==> src/rtl/uart_mm_pkg.sv <==
package uart_mm_pkg;

  // Status and control bit positions (shared by the interrupt masking)
  localparam int ST_PE   = 0;
  localparam int ST_FE   = 1;
  localparam int ST_BRK  = 2;
  localparam int ST_ROE  = 3;
  localparam int ST_TOE  = 4;
  localparam int ST_TMT  = 5;
  localparam int ST_TRDY = 6;
  localparam int ST_RRDY = 7;
  localparam int ST_E    = 8;
  localparam int STAT_W  = 9;

  localparam logic [2:0] OFS_RXD  = 3'd0;
  localparam logic [2:0] OFS_TXD  = 3'd1;
  localparam logic [2:0] OFS_STAT = 3'd2;
  localparam logic [2:0] OFS_CTRL = 3'd3;
  localparam logic [2:0] OFS_DIV  = 3'd4;

  // Control -> datapath strobes
  typedef struct packed {
    logic       txLoad;
    logic [7:0] txByte;
  } ctlStrobe_t;

  // Datapath -> control events and levels
  typedef struct packed {
    logic rxDone;
    logic rxFe;
    logic rxPe;
    logic rxBrk;
    logic holdEmpty;
    logic shiftIdle;
  } dpEvent_t;

  typedef enum logic [2:0] {
    RX_IDLE, RX_START, RX_DATA, RX_PAR, RX_STOP, RX_WAITHI
  } rxState_t;

endpackage

==> src/rtl/uart_mm_txser.sv <==
module uart_mm_txser #(
  parameter bit PARITY_EN  = 1'b1,
  parameter bit PARITY_ODD = 1'b0
) (
  input  logic       clk,
  input  logic       rstN,
  input  logic       tick,
  input  logic       load,
  input  logic [7:0] byteIn,
  output logic       txLine,
  output logic       holdEmpty,
  output logic       shiftIdle
);

  localparam int FRAME_W = 10 + (PARITY_EN ? 1 : 0);
  localparam int CNT_W   = $clog2(FRAME_W + 1);

  logic [7:0]         holdReg;
  logic               holdFull;
  logic [FRAME_W-1:0] shiftReg;
  logic [FRAME_W-1:0] frame;
  logic [CNT_W-1:0]   bitsLeft;
  logic [3:0]         subCnt;
  logic               busy;
  logic               startShift;

  generate
    if (PARITY_EN) begin : g_par
      assign frame = {1'b1, (^holdReg) ^ PARITY_ODD, holdReg, 1'b0};
    end else begin : g_nopar
      assign frame = {1'b1, holdReg, 1'b0};
    end
  endgenerate

  assign startShift = holdFull && !busy;

  always_ff @(posedge clk or negedge rstN) begin
    if (!rstN) begin
      holdReg  <= '0;
      holdFull <= 1'b0;
    end else if (load) begin
      holdReg  <= byteIn;
      holdFull <= 1'b1;
    end else if (startShift) begin
      holdFull <= 1'b0;
    end
  end

  always_ff @(posedge clk or negedge rstN) begin
    if (!rstN) begin
      shiftReg <= '1;
      bitsLeft <= '0;
      subCnt   <= '0;
      busy     <= 1'b0;
    end else if (startShift) begin
      shiftReg <= frame;
      bitsLeft <= CNT_W'(FRAME_W);
      subCnt   <= '0;
      busy     <= 1'b1;
    end else if (busy && tick) begin
      if (subCnt == 4'd15) begin
        subCnt   <= '0;
        shiftReg <= {1'b1, shiftReg[FRAME_W-1:1]};
        bitsLeft <= bitsLeft - 1'b1;
        if (bitsLeft == CNT_W'(1)) busy <= 1'b0;
      end else begin
        subCnt <= subCnt + 4'd1;
      end
    end
  end

  assign txLine    = busy ? shiftReg[0] : 1'b1;
  assign holdEmpty = !holdFull;
  assign shiftIdle = !busy;

endmodule

==> src/rtl/uart_mm_rxser.sv <==
module uart_mm_rxser
  import uart_mm_pkg::*;
#(
  parameter bit PARITY_EN  = 1'b1,
  parameter bit PARITY_ODD = 1'b0
) (
  input  logic       clk,
  input  logic       rstN,
  input  logic       tick,
  input  logic       rxLine,
  output logic       rxDone,
  output logic       rxFe,
  output logic       rxPe,
  output logic       rxBrk,
  output logic [7:0] rxByte
);

  logic       rxMeta, rxSync;
  rxState_t   state;
  logic [3:0] subCnt;
  logic [2:0] bitIdx;
  logic [7:0] dataSh;
  logic       parSample;
  logic       allZero;

  always_ff @(posedge clk or negedge rstN) begin
    if (!rstN) begin
      rxMeta <= 1'b1;
      rxSync <= 1'b1;
    end else begin
      rxMeta <= rxLine;
      rxSync <= rxMeta;
    end
  end

  always_ff @(posedge clk or negedge rstN) begin
    if (!rstN) begin
      state     <= RX_IDLE;
      subCnt    <= '0;
      bitIdx    <= '0;
      dataSh    <= '0;
      parSample <= 1'b0;
      allZero   <= 1'b0;
      rxDone    <= 1'b0;
      rxFe      <= 1'b0;
      rxPe      <= 1'b0;
      rxBrk     <= 1'b0;
      rxByte    <= '0;
    end else begin
      rxDone <= 1'b0;
      if (tick) begin
        case (state)
          RX_IDLE: begin
            if (!rxSync) begin
              state  <= RX_START;
              subCnt <= '0;
            end
          end
          RX_START: begin
            if (subCnt == 4'd7) begin
              subCnt <= '0;
              if (!rxSync) begin
                state   <= RX_DATA;
                bitIdx  <= '0;
                allZero <= 1'b1;
              end else begin
                state <= RX_IDLE;
              end
            end else begin
              subCnt <= subCnt + 4'd1;
            end
          end
          RX_DATA: begin
            if (subCnt == 4'd15) begin
              subCnt  <= '0;
              dataSh  <= {rxSync, dataSh[7:1]};
              allZero <= allZero & !rxSync;
              bitIdx  <= bitIdx + 3'd1;
              if (bitIdx == 3'd7) state <= PARITY_EN ? RX_PAR : RX_STOP;
            end else begin
              subCnt <= subCnt + 4'd1;
            end
          end
          RX_PAR: begin
            if (subCnt == 4'd15) begin
              subCnt    <= '0;
              parSample <= rxSync;
              allZero   <= allZero & !rxSync;
              state     <= RX_STOP;
            end else begin
              subCnt <= subCnt + 4'd1;
            end
          end
          RX_STOP: begin
            if (subCnt == 4'd15) begin
              subCnt <= '0;
              rxDone <= 1'b1;
              rxByte <= dataSh;
              rxFe   <= !rxSync;
              rxBrk  <= !rxSync && allZero;
              rxPe   <= PARITY_EN && (parSample ^ (^dataSh) ^ PARITY_ODD);
              state  <= rxSync ? RX_IDLE : RX_WAITHI;
            end else begin
              subCnt <= subCnt + 4'd1;
            end
          end
          RX_WAITHI: begin
            if (rxSync) state <= RX_IDLE;
          end
          default: state <= RX_IDLE;
        endcase
      end
    end
  end

endmodule

==> src/rtl/uart_mm_dp.sv <==
module uart_mm_dp
  import uart_mm_pkg::*;
#(
  parameter int DIV_W      = 16,
  parameter bit PARITY_EN  = 1'b1,
  parameter bit PARITY_ODD = 1'b0
) (
  input  logic             clk,
  input  logic             rstN,
  input  ctlStrobe_t       strobe,
  input  logic [DIV_W-1:0] divisor,
  input  logic             rxLine,
  output logic             txLine,
  output dpEvent_t         dpEvt,
  output logic [7:0]       rxByte
);

  logic [DIV_W-1:0] baudCnt;
  logic             tick;
  logic             holdEmpty, shiftIdle;
  logic             rxDone, rxFe, rxPe, rxBrk;

  // Oversample tick: one pulse every divisor+1 clocks
  assign tick = (baudCnt == '0);

  always_ff @(posedge clk or negedge rstN) begin
    if (!rstN)     baudCnt <= '0;
    else if (tick) baudCnt <= divisor;
    else           baudCnt <= baudCnt - 1'b1;
  end

  uart_mm_txser #(.PARITY_EN(PARITY_EN), .PARITY_ODD(PARITY_ODD)) u_tx (
    .clk       (clk),
    .rstN      (rstN),
    .tick      (tick),
    .load      (strobe.txLoad),
    .byteIn    (strobe.txByte),
    .txLine    (txLine),
    .holdEmpty (holdEmpty),
    .shiftIdle (shiftIdle)
  );

  uart_mm_rxser #(.PARITY_EN(PARITY_EN), .PARITY_ODD(PARITY_ODD)) u_rx (
    .clk    (clk),
    .rstN   (rstN),
    .tick   (tick),
    .rxLine (rxLine),
    .rxDone (rxDone),
    .rxFe   (rxFe),
    .rxPe   (rxPe),
    .rxBrk  (rxBrk),
    .rxByte (rxByte)
  );

  assign dpEvt.rxDone    = rxDone;
  assign dpEvt.rxFe      = rxFe;
  assign dpEvt.rxPe      = rxPe;
  assign dpEvt.rxBrk     = rxBrk;
  assign dpEvt.holdEmpty = holdEmpty;
  assign dpEvt.shiftIdle = shiftIdle;

endmodule

==> src/rtl/uart_mm_ctrl.sv <==
module uart_mm_ctrl
  import uart_mm_pkg::*;
#(
  parameter int               DIV_W       = 16,
  parameter logic [DIV_W-1:0] DEFAULT_DIV = '0,
  parameter bit               HAS_DIV_REG = 1'b1
) (
  input  logic              clk,
  input  logic              rstN,
  input  logic [2:0]        busAddr,
  input  logic              busWr,
  input  logic              busRd,
  input  logic [15:0]       busWData,
  output logic [15:0]       busRData,
  input  dpEvent_t          dpEvt,
  input  logic [7:0]        rxByte,
  output ctlStrobe_t        strobe,
  output logic [DIV_W-1:0]  divisor,
  output logic [STAT_W-1:0] statusVec,
  output logic [STAT_W-1:0] ctrlVec
);

  logic wrTx, wrStat, wrCtrl, wrDiv, rdRx;
  logic rrdy, toe, roe, brk, fe, pe;
  logic [STAT_W-1:0] ctrlReg;

  assign wrTx   = busWr && (busAddr == OFS_TXD);
  assign wrStat = busWr && (busAddr == OFS_STAT);
  assign wrCtrl = busWr && (busAddr == OFS_CTRL);
  assign wrDiv  = busWr && (busAddr == OFS_DIV);
  assign rdRx   = busRd && (busAddr == OFS_RXD);

  assign strobe.txLoad = wrTx && dpEvt.holdEmpty;
  assign strobe.txByte = busWData[7:0];

  always_ff @(posedge clk or negedge rstN) begin
    if (!rstN) begin
      rrdy <= 1'b0;
      toe  <= 1'b0;
      roe  <= 1'b0;
      brk  <= 1'b0;
      fe   <= 1'b0;
      pe   <= 1'b0;
    end else begin
      if (dpEvt.rxDone) rrdy <= 1'b1;
      else if (rdRx)    rrdy <= 1'b0;
      // sticky errors: a new event wins over the clearing write
      toe <= (toe & !wrStat) | (wrTx && !dpEvt.holdEmpty);
      roe <= (roe & !wrStat) | (dpEvt.rxDone && rrdy && !rdRx);
      brk <= (brk & !wrStat) | (dpEvt.rxDone && dpEvt.rxBrk);
      fe  <= (fe  & !wrStat) | (dpEvt.rxDone && dpEvt.rxFe);
      pe  <= (pe  & !wrStat) | (dpEvt.rxDone && dpEvt.rxPe);
    end
  end

  always_ff @(posedge clk or negedge rstN) begin
    if (!rstN)       ctrlReg <= '0;
    else if (wrCtrl) ctrlReg <= busWData[STAT_W-1:0];
  end

  generate
    if (HAS_DIV_REG) begin : g_div
      logic [DIV_W-1:0] divReg;
      always_ff @(posedge clk or negedge rstN) begin
        if (!rstN)      divReg <= DEFAULT_DIV;
        else if (wrDiv) divReg <= busWData[DIV_W-1:0];
      end
      assign divisor = divReg;
    end else begin : g_fixdiv
      assign divisor = DEFAULT_DIV;
    end
  endgenerate

  always_comb begin
    statusVec          = '0;
    statusVec[ST_PE]   = pe;
    statusVec[ST_FE]   = fe;
    statusVec[ST_BRK]  = brk;
    statusVec[ST_ROE]  = roe;
    statusVec[ST_TOE]  = toe;
    statusVec[ST_TMT]  = dpEvt.holdEmpty && dpEvt.shiftIdle;
    statusVec[ST_TRDY] = dpEvt.holdEmpty;
    statusVec[ST_RRDY] = rrdy;
    statusVec[ST_E]    = pe | fe | brk | roe | toe;
  end

  assign ctrlVec = ctrlReg;

  always_comb begin
    case (busAddr)
      OFS_RXD:  busRData = {8'h00, rxByte};
      OFS_STAT: busRData = 16'(statusVec);
      OFS_CTRL: busRData = 16'(ctrlReg);
      OFS_DIV:  busRData = 16'(divisor);
      default:  busRData = 16'h0000;
    endcase
  end

endmodule

==> src/rtl/sbus_uart.sv <==
module sbus_uart
  import uart_mm_pkg::*;
#(
  parameter int               DIV_W       = 16,
  parameter logic [DIV_W-1:0] DEFAULT_DIV = '0,
  parameter bit               HAS_DIV_REG = 1'b1,
  parameter bit               PARITY_EN   = 1'b1,
  parameter bit               PARITY_ODD  = 1'b0
) (
  input  logic        clk,
  input  logic        rstN,
  input  logic [2:0]  busAddr,
  input  logic        busWr,
  input  logic        busRd,
  input  logic [15:0] busWData,
  output logic [15:0] busRData,
  output logic        txLine,
  input  logic        rxLine,
  output logic        irq
);

  ctlStrobe_t        strobe;
  dpEvent_t          dpEvt;
  logic [DIV_W-1:0]  divisor;
  logic [7:0]        rxByte;
  logic [STAT_W-1:0] statusVec;
  logic [STAT_W-1:0] ctrlVec;

  uart_mm_ctrl #(
    .DIV_W(DIV_W), .DEFAULT_DIV(DEFAULT_DIV), .HAS_DIV_REG(HAS_DIV_REG)
  ) u_ctrl (
    .clk       (clk),
    .rstN      (rstN),
    .busAddr   (busAddr),
    .busWr     (busWr),
    .busRd     (busRd),
    .busWData  (busWData),
    .busRData  (busRData),
    .dpEvt     (dpEvt),
    .rxByte    (rxByte),
    .strobe    (strobe),
    .divisor   (divisor),
    .statusVec (statusVec),
    .ctrlVec   (ctrlVec)
  );

  uart_mm_dp #(
    .DIV_W(DIV_W), .PARITY_EN(PARITY_EN), .PARITY_ODD(PARITY_ODD)
  ) u_dp (
    .clk     (clk),
    .rstN    (rstN),
    .strobe  (strobe),
    .divisor (divisor),
    .rxLine  (rxLine),
    .txLine  (txLine),
    .dpEvt   (dpEvt),
    .rxByte  (rxByte)
  );

  assign irq = |(statusVec & ctrlVec);

endmodule

==> config.mk <==
export PLATFORM = sky130hd
export DESIGN_NAME = sbus_uart
export DESIGN_NICKNAME = d
export VERILOG_FILES = /design/src/rtl/uart_mm_pkg.sv /design/src/rtl/uart_mm_txser.sv /design/src/rtl/uart_mm_rxser.sv /design/src/rtl/uart_mm_dp.sv /design/src/rtl/uart_mm_ctrl.sv /design/src/rtl/sbus_uart.sv
export SDC_FILE = /design/constraint.sdc
export NUM_CORES = 1
export LEC_CHECK = 0
export BUFFER_PORTS_ARGS = -buffer_cell sky130_fd_sc_hd__buf_2
export CELL_PAD_IN_SITES_DETAIL_PLACEMENT = 1
export CELL_PAD_IN_SITES_GLOBAL_PLACEMENT = 1
export CORE_MARGIN = 3
export CORE_UTILIZATION = 48
export DETAILED_ROUTE_END_ITERATION = 7
export PLACE_DENSITY = 0.87
export SKIP_LAST_GASP = 1
export SLEW_MARGIN = 40
export SYNTH_ARGS = -nofsm -noshare
export SYNTH_HDL_FRONTEND = slang
export SYNTH_SLANG_ARGS = --single-unit
==> constraint.sdc <==
create_clock -name clk -period 3 [get_ports clk]
set_input_delay 0.3 -clock clk [delete_from_list [all_inputs] [get_ports clk]]
set_output_delay 0.3 -clock clk [all_outputs]
set_load 0.005 [all_outputs]
[Word-level counts from Yosys, hierarchy flattened]
Index checks and enable logic that the tools add are counted.
Cells by class
  add/subtract/negate cells: 5
  eq/ne operators: 23
  muxes and demuxes: 45
  bitwise logic cells: 17
  reductions and logical operators: 46
Operators with widths (count)
  $pmux 16 s4: 1
  $mux 4: 9
  $mux 11: 3
  $mux 3: 11
  $pmux 3 s6: 1
  $logic_and 1x1->1: 16
  $logic_not 16->1: 1
  $mux 16: 1
  $ne 2x2->1 const B: 8
  $reduce_xor 8->1: 2
  $sub 16x1->16 const B: 1
  $mux 1: 15
  $reduce_and 3->1: 5
  $reduce_bool 2->1: 7
  $eq 3x2->1 const B: 4
  $eq 3x3->1 const B: 4
  $pmux 4 s3: 1
  $reduce_and 5->1: 2
  $and 9x9->9: 1
  $or 1x1->1: 9
  $reduce_or 9->1: 1
  $add 4x1->4 const B: 2
  $eq 4x4->1 const B: 2
  $reduce_and 8->1: 1
  other kinds (17): 28
Storage, ports and cells
  register bits after elaboration: 110
  output and inout bits: 18

[Depth between registers and ports, before layout]
  word-level depth: 6
  mapped depth: 8

[Modules after synthesis]
A second synthesis with hierarchy kept.
Unflattened totals
  cells, all modules: 515
  area total of the unflattened synthesis: 5799.3 µm²
Modules (own cells, without submodules)
  uart_mm_ctrl: instances 1, cells each 147, area each 1732.9 µm², sequential area each 775.7 µm²
  uart_mm_rxser: instances 1, cells each 127, area each 1676.6 µm², sequential area each 853.3 µm²
  uart_mm_txser: instances 1, cells each 129, area each 1387.6 µm², sequential area each 713.2 µm²
  uart_mm_dp: instances 1, cells each 107, area each 955.9 µm², sequential area each 400.4 µm²
  sbus_uart: instances 1, cells each 5, area each 46.3 µm², sequential area each 0.0 µm²

[Worst setup path before layout]
Ideal clock, no wire load.
  path kind: register to register
  start: register u_dp.baudCnt[8]
  end: register u_dp.u_tx.subCnt[0]
  arrival: 2.247 ns
  data required time: 2.879 ns
  path slack: 0.632 ns
  cell stages (with the launch flop): 7
  path buffers: 1
  period minus slack after synthesis: 2.368 ns
  cells stage by stage: dfrtp_1 -> or3_4 -> or4_4 -> or4_4 -> buf_6 -> mux2_4 -> a22o_1
On the way
  cells in the longest elaborated chain, start to end: 3
Ends and longest elaborated chain
  start: declaration: line uart_mm_dp.sv:18  | logic [DIV_W-1:0] baudCnt;
  start signal: assignment: line uart_mm_dp.sv:28  | else if (tick) baudCnt <= divisor;
  start signal: assignment: line uart_mm_dp.sv:29  | else baudCnt <= baudCnt - 1'b1;
  $logic_not 16->1: line uart_mm_dp.sv:24  | assign tick = (baudCnt == '0);
  $logic_and 1x1->1: line uart_mm_txser.sv:60  | end else if (busy && tick) begin
  $reduce_bool 2->1 (no source line)
  end signal: assignment: line uart_mm_txser.sv:67  | subCnt <= subCnt + 4'd1;
  end: declaration: line uart_mm_txser.sv:23  | logic [3:0] subCnt;
Every way passes these cells.
A chain may end at the register's enable or synchronous reset.

[Final worst setup path]
  start: register u_dp.baudCnt[0]
  end: register u_dp.u_rx.rxPe
On the way
  cells in the longest elaborated chain, start to end: 2
Ends and longest elaborated chain
  $logic_not 16->1: line uart_mm_dp.sv:24
  $reduce_and 3->1 (no source line)
  end signal: assignment: line uart_mm_rxser.sv:101  | rxPe <= PARITY_EN && (parSample ^ (^dataSh) ^ PARITY_ODD);
  end: declaration: line uart_mm_rxser.sv:13  | output logic rxPe,
Every way passes these cells.

==> results.json <==
{
  "status": "finished, final reports clean",
  "setup_tns_ns": 0,
  "cts.clk_slew.worst_paths_ns": 0.07,
  "fmax_mhz": 383,
  "setup_violations": 0,
  "post_dp_cell_area_um2": 5790,
  "clock_skew_ns": 0.00412,
  "grt_pass1_vias": 4386,
  "leakage_nw": 2.70,
  "cts_tree": "built",
  "wl_um": 13500,
  "first_iter_violations": 235,
  "coreArea_um2": 10900,
  "cp_max_fo": 35,
  "track_usage": 0.229,
  "syn-num-nets": 533,
  "p_per_area_nw_per_um2": 644,
  "post-route-drc-count": 0,
  "cp-start-kind": "flip-flop",
  "nets": 570,
  "syn2layout_area_growth_pct": 12.3,
  "insertedDiodeCount": 0,
  "yosysWarnings": 0,
  "drtAntennaViolNets": 0,
  "tightest_slew_ns": 0.633,
  "rows": 38,
  "die_w_um": 112,
  "firstDrtPassIters": 4,
  "fillers": 1198,
  "ctsResizeCount": 0,
  "timing.final.crit_period_ns": 2.61,
  "grt_pass1_wl_um": 22800,
  "wl_per_cell_um": 19.8,
  "ios": 42,
  "hold_viol_final": 0,
  "worst_ep_required_time_ns": 3.25,
  "cp-end-kind": "flip-flop",
  "grt_max_degree": 83,
  "cts.sinks": 109,
  "cts_root_buf": "clkbuf_16",
  "worstSetupPathType": "reg -> reg",
  "finalWeightedCongestion": 0.844,
  "die_h_um": 112,
  "synth_ff_type": "dfrtp_1",
  "clockBufferDepth": 2,
  "hpwl_um": 9620,
  "cts_made_buffers": 9,
  "layout_commonest_cell": "dfrtp_1",
  "drv_cap": 0,
  "ir_drop_mv": 0.535,
  "arrival_ns": 2.86,
  "final_cell_mix": "dfrtp_1 (97), mux2_2 (52), nand2_1 (46)",
  "vias_per_cell": 5.81,
  "num_vias": 3965,
  "hold_class": "in -> reg",
  "slew_headroom": 0.576,
  "final_util": 0.558,
  "worstSkewPairLatency_ns": 0.36,
  "htree_levels": 3,
  "final_area_um2": 6100,
  "io_buffer_count": 41,
  "synth_edf_count": 0,
  "period_share": 0.870,
  "start_util": 0.497,
  "drive_gt1_frac": 0.273,
  "antenna_found_initial": 0,
  "syn_inst": 501,
  "syn-cell-area_um2": 5430,
  "synth_area_per_cell_um2": 10.8,
  "synthArstFlopShare": 1.00,
  "die_area_um2": 12600,
  "seq_area_frac_synth": 0.505,
  "grt_setup_unrepaired": "false",
  "yosysUniqueCellTypes": 57,
  "overflow": 0,
  "maxSlewViolCount": 0,
  "ys_ff_latch": 109
}
==> power by group <==
group          leakage [nW]  internal [mW]  switching, mW
sequential             1.34           1.70          0.267
combinational          1.21          0.379          0.335
clock                 0.149          0.662          0.586
total                  2.70           2.74           1.19
==> cells by family (layout without fill, tap and decap cells) <==
kind of cell               Yosys count  in the layout  share of synthesized area
adders and majority gates            8              8                     0.0184
and+or+nand+nor                    161            161                      0.157
muxes                               62             62                      0.127
AOI/OAI and AO/OA                   98             98                      0.118
xor gates and xnor gates            31             31                     0.0500
DFF                                109            109                      0.505
buffers and inverters               32             74                     0.0244
==> cells in the mapped netlist (5+ instances only) <==
cell	instances	share of area
inv_1	8	0.0055
mux2i_1	9	0.017
nand2_1	46	0.032
ha_1	8	0.018
o21ai_0	34	0.031
clkbuf_1	17	0.012
nand3_1	13	0.012
and2_1	8	0.0092
a22o_1	8	0.013
nor2_1	32	0.022
nor2b_1	9	0.010
o221a_2	8	0.017
xnor2_1	23	0.037
a21oi_1	25	0.023
or4_1	5	0.0069
nand2b_1	12	0.014
dfstp_2	12	0.058
xor2_1	8	0.013
dfrtp_1	97	0.45
mux2_2	52	0.11
==> metrics by stage <==
stage | setup slack (ns) | hold WS (ns) | total power, mW | std cells
floorplan | 0.632 | 0.00441 | 2.44 | 501
global placement | 0.504 | 0.238 | 2.63 | 666
detailed placement | 0.422 | 0.246 | 2.71 | 666
CTS | 0.387 | 0.0212 | 3.97 | 683
global route | 0.194 | 0.0146 | 4.13 | 683
finish | 0.390 | 0.0321 | 3.93 | 683
==> final cells by class <==
cell class	instances	area [µm²]	share of cell area
Clock buffer	9	225	0.0369
Clock inverter	7	80.1	0.0131
Tap cell	140	175	0.0287
Inverter	8	30.0	0.00492
Sequential cell	109	2740	0.450
Timing Repair Buffer	50	290	0.0476
Multi-Input combinational cell	360	2560	0.419
==> flip-flops by register name, summed over array words and instances, names as in the netlist, 4 cells and up <==
name,flops
u_ctrl.ctrlVec,9
u_dp.u_tx.holdReg,8
u_dp.u_rx.subCnt,4
u_dp.baudCnt,16
u_dp.u_tx.subCnt,4
u_dp.u_tx.bitsLeft,4
u_ctrl.divisor,16
u_dp.u_rx.rxByte,8
u_dp.u_rx.dataSh,8
u_dp.u_tx.shiftReg,10
==> worst max-delay path, stage by stage (launching register included) <==
cell	delay [ns]
dfrtp_1	0.42
inv_1	0.09
ha_1	0.14
or4b_1	0.53
nor4_4	0.34
buf_4	0.39
and3_1	0.24
mux2_2	0.34
==> path summary, 6_finish.rpt <==
| check | start | cells past startpoint | slack, ns | end |
|---|---|---|---|---|
| max in group asynchronous | rstN | 3 | 1.83 | u_dp.u_rx.rxMeta |
| min reg2reg | u_dp.u_rx.rxMeta | 0 | 0.36 | u_dp.u_rx.rxSync |
| max | u_dp.baudCnt[0] | 7 | 0.39 | u_dp.u_rx.rxPe |
| max reg2reg | u_dp.baudCnt[0] | 7 | 0.39 | u_dp.u_rx.rxPe |
| min | rxLine | 1 | 0.03 | u_dp.u_rx.rxMeta |
| min in group asynchronous | rstN | 2 | 0.40 | u_dp.u_tx.busy |
==> layer usage <==
metal | GRT usage | wire length (µm) | vias to the layer above | share of wire
met3 | 0.0431 | 363 | 18 | 0.027
met2 | 0.418 | 7250 | 51 | 0.54
met1 | 0.275 | 5670 | 2039 | 0.42
met4 | 0.0681 | 213 | 0 | 0.016
li1 | - | - | 1857 | -
met5 | 0 | 0 | - | 0
==> timing repair <==
| item | in CTS | in global routing |
|---|---|---|
| setup endpoints to repair | 0 | 0 |
| buffers inserted | 0 | 0 |
| endpoints found under the hold margin | 17 | 0 |
| hold buffers | 1 | 0 |
No activity file was read; power rests on OpenSTA's default activity.
